--- config.mk ---
export PLATFORM = sky130hd
export DESIGN_NAME = trace_stim_regs
export DESIGN_NICKNAME = d
export VERILOG_FILES = /design/src/rtl/trace_stim_pkg.sv /design/src/rtl/trace_lock_fsm.sv /design/src/rtl/trace_ctrl_regs.sv /design/src/rtl/trace_stim_gate.sv /design/src/rtl/trace_stim_regs.sv
export SDC_FILE = /design/constraint.sdc
export NUM_CORES = 1
export LEC_CHECK = 0
export ABC_CLOCK_PERIOD_IN_PS = 3010
export BUFFER_PORTS_ARGS = -buffer_cell sky130_fd_sc_hd__buf_2
export CAP_MARGIN = 20
export CORE_MARGIN = 2
export CORE_UTILIZATION = 53
export CTS_BUF_LIST = sky130_fd_sc_hd__clkbuf_16
export CTS_CLUSTER_DIAMETER = 60
export DETAILED_ROUTE_END_ITERATION = 12
export PLACE_DENSITY = 0.83
export SYNTH_ARGS = -nofsm -noshare
export SYNTH_HDL_FRONTEND = slang
export SYNTH_SLANG_ARGS = --single-unit
--- constraint.sdc ---
create_clock -name clk -period 3.01 [get_ports clk]
set_input_delay 0.602 -clock clk [delete_from_list [all_inputs] [get_ports clk]]
set_output_delay 0.602 -clock clk [all_outputs]
set_load 0.01 [all_outputs]
--- src/rtl/trace_stim_pkg.sv ---
package trace_stim_pkg;
    localparam int ADDR_W     = 12;
    localparam int DATA_W     = 32;
    localparam int NUM_PORTS  = 32;
    localparam int GROUP_SIZE = 8;
    localparam int NUM_GROUPS = NUM_PORTS / GROUP_SIZE;
    localparam int PORT_W     = $clog2(NUM_PORTS);

    localparam logic [ADDR_W-1:0] OFF_ENABLE = 12'hE00;
    localparam logic [ADDR_W-1:0] OFF_PRIV   = 12'hE40;
    localparam logic [ADDR_W-1:0] OFF_CTRL   = 12'hE80;
    localparam logic [ADDR_W-1:0] OFF_KEY    = 12'hFB0;
    localparam logic [ADDR_W-1:0] OFF_STATUS = 12'hFB4;

    localparam logic [DATA_W-1:0] UNLOCK_KEY = 32'hC5AC_CE55;
    // writable control bits: id [22:16], prescale [9:8], enables [4:0]
    localparam logic [DATA_W-1:0] CTRL_WMASK = 32'h007F_031F;
    localparam int CTRL_BUSY_BIT   = 23;
    localparam int CTRL_MASTER_BIT = 0;

    typedef enum logic [0:0] {
        LK_LOCKED = 1'b0,
        LK_OPEN   = 1'b1
    } lock_state_e;
endpackage

--- src/rtl/trace_lock_fsm.sv ---
module trace_lock_fsm
    import trace_stim_pkg::*;
(
    input  logic clk,
    input  logic rst_n,
    input  logic key_wr,
    input  logic key_match,
    output logic unlocked
);
    lock_state_e state_q, state_d;

    always_ff @(posedge clk) begin
        if (!rst_n) state_q <= LK_LOCKED;
        else        state_q <= state_d;
    end

    always_comb begin
        state_d = state_q;
        unique case (state_q)
            LK_LOCKED: if (key_wr && key_match)  state_d = LK_OPEN;
            LK_OPEN:   if (key_wr && !key_match) state_d = LK_LOCKED;
            default:   state_d = LK_LOCKED;
        endcase
    end

    always_comb begin
        unique case (state_q)
            LK_OPEN: unlocked = 1'b1;
            default: unlocked = 1'b0;
        endcase
    end
endmodule

--- src/rtl/trace_ctrl_regs.sv ---
module trace_ctrl_regs
    import trace_stim_pkg::*;
(
    input  logic                  clk,
    input  logic                  rst_n,
    input  logic                  wr,
    input  logic [ADDR_W-1:0]     addr,
    input  logic [DATA_W-1:0]     wdata,
    input  logic                  priv,
    input  logic                  unlocked,
    output logic [NUM_PORTS-1:0]  enable_q,
    output logic [NUM_GROUPS-1:0] mask_q,
    output logic [DATA_W-1:0]     ctrl_q,
    output logic                  master_en
);
    logic [NUM_PORTS-1:0] byte_wmask;
    logic wr_en, wr_priv, wr_ctrl;

    // per-group write mask for the enable register
    for (genvar g = 0; g < NUM_GROUPS; g++) begin : g_grp
        assign byte_wmask[g*GROUP_SIZE +: GROUP_SIZE] =
            {GROUP_SIZE{priv || !mask_q[g]}};
    end

    assign master_en = ctrl_q[CTRL_MASTER_BIT];
    assign wr_en   = wr && unlocked && master_en && (addr == OFF_ENABLE);
    assign wr_priv = wr && unlocked && priv && (addr == OFF_PRIV);
    assign wr_ctrl = wr && unlocked && priv && (addr == OFF_CTRL);

    always_ff @(posedge clk) begin
        if (!rst_n) begin
            enable_q <= '0;
            mask_q   <= '0;
            ctrl_q   <= '0;
        end else begin
            if (wr_en)
                enable_q <= (enable_q & ~byte_wmask) | (wdata[NUM_PORTS-1:0] & byte_wmask);
            if (wr_priv)
                mask_q <= wdata[NUM_GROUPS-1:0];
            if (wr_ctrl)
                ctrl_q <= wdata & CTRL_WMASK;
        end
    end
endmodule

--- src/rtl/trace_stim_gate.sv ---
module trace_stim_gate
    import trace_stim_pkg::*;
(
    input  logic                  clk,
    input  logic                  rst_n,
    input  logic                  wr,
    input  logic [ADDR_W-1:0]     addr,
    input  logic [DATA_W-1:0]     wdata,
    input  logic                  priv,
    input  logic [NUM_PORTS-1:0]  enable_q,
    input  logic [NUM_GROUPS-1:0] mask_q,
    input  logic                  master_en,
    input  logic                  fifo_full,
    output logic                  push_q,
    output logic [PORT_W-1:0]     port_q,
    output logic [DATA_W-1:0]     data_q
);
    localparam int GRP_W = $clog2(NUM_GROUPS);

    logic              stim_hit, accept;
    logic [PORT_W-1:0] idx;
    logic [GRP_W-1:0]  grp;

    assign stim_hit = (addr[ADDR_W-1:PORT_W+2] == '0) && (addr[1:0] == 2'b00);
    assign idx      = addr[PORT_W+1:2];
    assign grp      = idx[PORT_W-1:PORT_W-GRP_W];
    assign accept   = wr && stim_hit && master_en && enable_q[idx]
                      && (priv || !mask_q[grp]) && !fifo_full;

    always_ff @(posedge clk) begin
        if (!rst_n) begin
            push_q <= 1'b0;
            port_q <= '0;
            data_q <= '0;
        end else begin
            push_q <= accept;
            if (accept) begin
                port_q <= idx;
                data_q <= wdata;
            end
        end
    end
endmodule

--- src/rtl/trace_stim_regs.sv ---
module trace_stim_regs
    import trace_stim_pkg::*;
(
    input  logic              clk,
    input  logic              rst_n,
    input  logic [ADDR_W-1:0] bus_addr,
    input  logic [DATA_W-1:0] bus_wdata,
    input  logic              bus_wr,
    input  logic              bus_rd,
    input  logic              bus_priv,
    output logic [DATA_W-1:0] bus_rdata,
    output logic              fifo_push,
    output logic [PORT_W-1:0] fifo_port,
    output logic [DATA_W-1:0] fifo_data,
    input  logic              fifo_full,
    input  logic              fifo_nonempty
);
    logic                  unlocked, master_en;
    logic [NUM_PORTS-1:0]  enable_q;
    logic [NUM_GROUPS-1:0] mask_q;
    logic [DATA_W-1:0]     ctrl_q;
    logic [DATA_W-1:0]     rd_mux, rdata_q;
    logic                  key_wr;

    assign key_wr = bus_wr && bus_priv && (bus_addr == OFF_KEY);

    trace_lock_fsm u_lock (
        .clk(clk), .rst_n(rst_n), .key_wr(key_wr),
        .key_match(bus_wdata == UNLOCK_KEY), .unlocked(unlocked)
    );

    trace_ctrl_regs u_regs (
        .clk(clk), .rst_n(rst_n), .wr(bus_wr), .addr(bus_addr),
        .wdata(bus_wdata), .priv(bus_priv), .unlocked(unlocked),
        .enable_q(enable_q), .mask_q(mask_q), .ctrl_q(ctrl_q),
        .master_en(master_en)
    );

    trace_stim_gate u_gate (
        .clk(clk), .rst_n(rst_n), .wr(bus_wr), .addr(bus_addr),
        .wdata(bus_wdata), .priv(bus_priv), .enable_q(enable_q),
        .mask_q(mask_q), .master_en(master_en), .fifo_full(fifo_full),
        .push_q(fifo_push), .port_q(fifo_port), .data_q(fifo_data)
    );

    always_comb begin
        rd_mux = '0;
        if (bus_addr[ADDR_W-1:PORT_W+2] == '0 && bus_addr[1:0] == 2'b00)
            rd_mux[0] = !fifo_full;
        else if (bus_addr == OFF_ENABLE)
            rd_mux[NUM_PORTS-1:0] = enable_q;
        else if (bus_addr == OFF_PRIV)
            rd_mux[NUM_GROUPS-1:0] = mask_q;
        else if (bus_addr == OFF_CTRL) begin
            rd_mux = ctrl_q;
            rd_mux[CTRL_BUSY_BIT] = fifo_nonempty;
        end else if (bus_addr == OFF_STATUS)
            rd_mux[2:0] = {1'b0, !unlocked, 1'b1};
    end

    always_ff @(posedge clk) begin
        if (!rst_n)      rdata_q <= '0;
        else if (bus_rd) rdata_q <= rd_mux;
    end

    assign bus_rdata = rdata_q;
endmodule

==> flow_metrics.tcl <==
set metrics [dict create \
    ant_nets 0 \
    grt_max_degree 96 \
    port-buffer-count 120 \
    setup_tns_ps 0 \
    rows 35 \
    grt_pass1_vias 4200 \
    antenna_found_initial 0 \
    drc 0 \
    cts_resized 0 \
    gr-total-overflow 0 \
    post_drt_via_cell_ratio 5.81 \
    fin_crit_ps 2550 \
    dpl.hpwl_um 9540 \
    via_count 4304 \
    ys_types 44 \
    die_w_um 101 \
    track_usage 0.270 \
    worstPathCellList "buf_2 > or4_1 > or4_1 > nor4_4 > o21ai_2 > mux2i_1 > nor2_1" \
    max_freq_mhz 391 \
    synth.cell_area_sq_mm 0.00497 \
    synth_area_leaders "dfxtp_1 49%, mux2i_1 20%, nor2_1 9.1%, a22oi_1 2.6%, a222oi_1 2.2%" \
    wl_per_cell_um 18.1 \
    yosysTopAreaCell "dfxtp_1" \
    syn-instance-count 501 \
    finClkSkew_ps 6.60 \
    drv_slew 0 \
    ios 121 \
    fin_cells 741 \
    yosysWarningCount 0 \
    cellPowerDensity_mw_per_mm2 589 \
    clockBufferDepth 2 \
    post_cts_buffers 0 \
    ys_top_cells_by_count "121 x dfxtp_1, 121 x nor2_1, 97 x mux2i_1, 18 x clkbuf_1, 17 x a22oi_1" \
    start_util 0.543 \
    dp_slack_ps 89.3 \
    slowest_delay_ps 520 \
    grt_pass1_wl_um 21100 \
    routed_wirelength_um 13400 \
    tightest_slew_ps 657 \
    n_fill_cell 694 \
    cts_sinks 121 \
    rsz0062_at_grt "false" \
    peakVddDrop_v 0.000385 \
    r2r_cells 7 \
    hp-class "flip-flop to flip-flop" \
    arrival_ps 2830 \
    status "complete, no violations" \
    endpoint_kind "flip-flop" \
    numCtsBuffers 17 \
    criticalPathCategory "input port to flip-flop" \
    hold_viol_final 0 \
    synth_seq_area_share 0.488 \
    dieArea_sq_mm 0.0102 \
    final_area_sq_mm 0.00627 \
    worstSetupStartpointType "input port" \
    dpl_cell_area_sq_mm 0.00571 \
    diodes 0 \
    cts.clk_slew.worst_paths_ps 50 \
    syn_to_final_growth_pct 26.3 \
    cts_hold_buf 0 \
    hold-path-cell-count 2 \
    ys_ff_latch 121 \
    maxCapViolCount 0 \
    crit_top_cell "or4_1" \
    root_buffer "clkbuf_16" \
    drive_gt1_frac 0.278 \
    clkLatencyLatePin_ps 400 \
    avgSynthCellArea_sq_um 9.91 \
    placedCellCount 711 \
    die_y_um 101 \
    min_period_over_period 0.849 \
    gp_congestion 0.897 \
    synth_edf_count 0 \
    cts_tree "built" \
    synthArstFlopShare 0 \
    crit_required_ps 3290 \
    synth_top_area_frac 0.488 \
    firstDrtPassIters 6 \
    coreArea_sq_mm 0.00915 \
    cts_max_level 4 \
    p_leak_nw 3.12 \
    fin_nets 670 \
    fin_ws_ps 455 \
    fin_util 0.685 \
    drtIter0Drc 374 \
    path_max_fanout 8 \
    critical-path-slowest-cell "or4_1" \
    syn_nets 552 \
    setup_viol 0 \
    synth_ff_type "dfxtp_1" \
    relSlewSlack 0.562 \
]
[critical path: cells and delay by family]
family	cells	cell delay, ps
buffers and inverters	1	120
and+or+nand+nor	4	1530
muxes	1	270
AOI/OAI and AO/OA	1	310
[area by class of cell]
type	count	area [sq um]	share of cell area
multi-input combinational	337	2350	0.375
clock buffer	17	425	0.0678
sequential	121	2420	0.386
tap	111	139	0.0221
timing repair buffer	133	761	0.121
inverter	9	35.0	0.00558
clock inverter	13	139	0.0221
[power breakdown]
part	switching (mW)	internal (mW)
logic	0.104	0.0506
clock network	0.669	1.27
registers	0.000351	1.60
total	0.774	2.92
[layer usage]
layer  vias up  GRT usage  wire length, um
li1       2027          -                -
met1      2061      0.330             5540
met2       180      0.447             6610
met3        36     0.0749              948
met4         0      0.116              350
met5         -          0                0
[cell families after synthesis]
logic type             after synthesis  synth area share
buffers and inverters               43            0.0413
and+or+nand+nor                    170             0.160
DFF                                121             0.488
muxes                              103             0.214
AOI/OAI and AO/OA                   64            0.0975
[per-stage QoR]
step | hold slack (ps) | total power [mW]
floorplan | 455 | 1.71
global placement | 448 | 1.79
detailed placement | 455 | 1.79
CTS | 457 | 3.71
global route | 473 | 3.80
finish | 463 | 3.70
[cell usage in the layout, fill, tap and decap left out, drive strengths merged, types with 2 or more instances in the layout]
cell type  instances
nand4b             2
or4                3
a211oi             2
nand2b             2
mux2               4
mux4               2
clkinvlp           2
a22oi             17
a21oi              7
o221ai             2
nor2b              5
buf              133
mux2i             97
nor4               7
clkbuf            17
a222oi            11
clkinv             7
nand2             11
nand4              3
bufinv             3
o211ai             2
inv               10
o21ai             10
o22ai              5
nor3               7
nor2             123
dfxtp            121
and4b              2
a2111oi            2
[path summary, 6_finish.rpt]
| check | start | end | slack [ps] |
|---|---|---|---|
| worst min-delay path | bus_rdata[1]$_SDFFE_PN0P_ | bus_rdata[1]$_SDFFE_PN0P_ | 460 |
| worst min register to register | bus_rdata[1]$_SDFFE_PN0P_ | bus_rdata[1]$_SDFFE_PN0P_ | 460 |
| worst max register to register | flip-flop | u_gate.data_q[23]$_SDFFE_PN0P_ | 790 |
| worst max-delay path | bus_addr[2] | flip-flop | 460 |
Note: power is estimated with default switching activity, not from simulation.
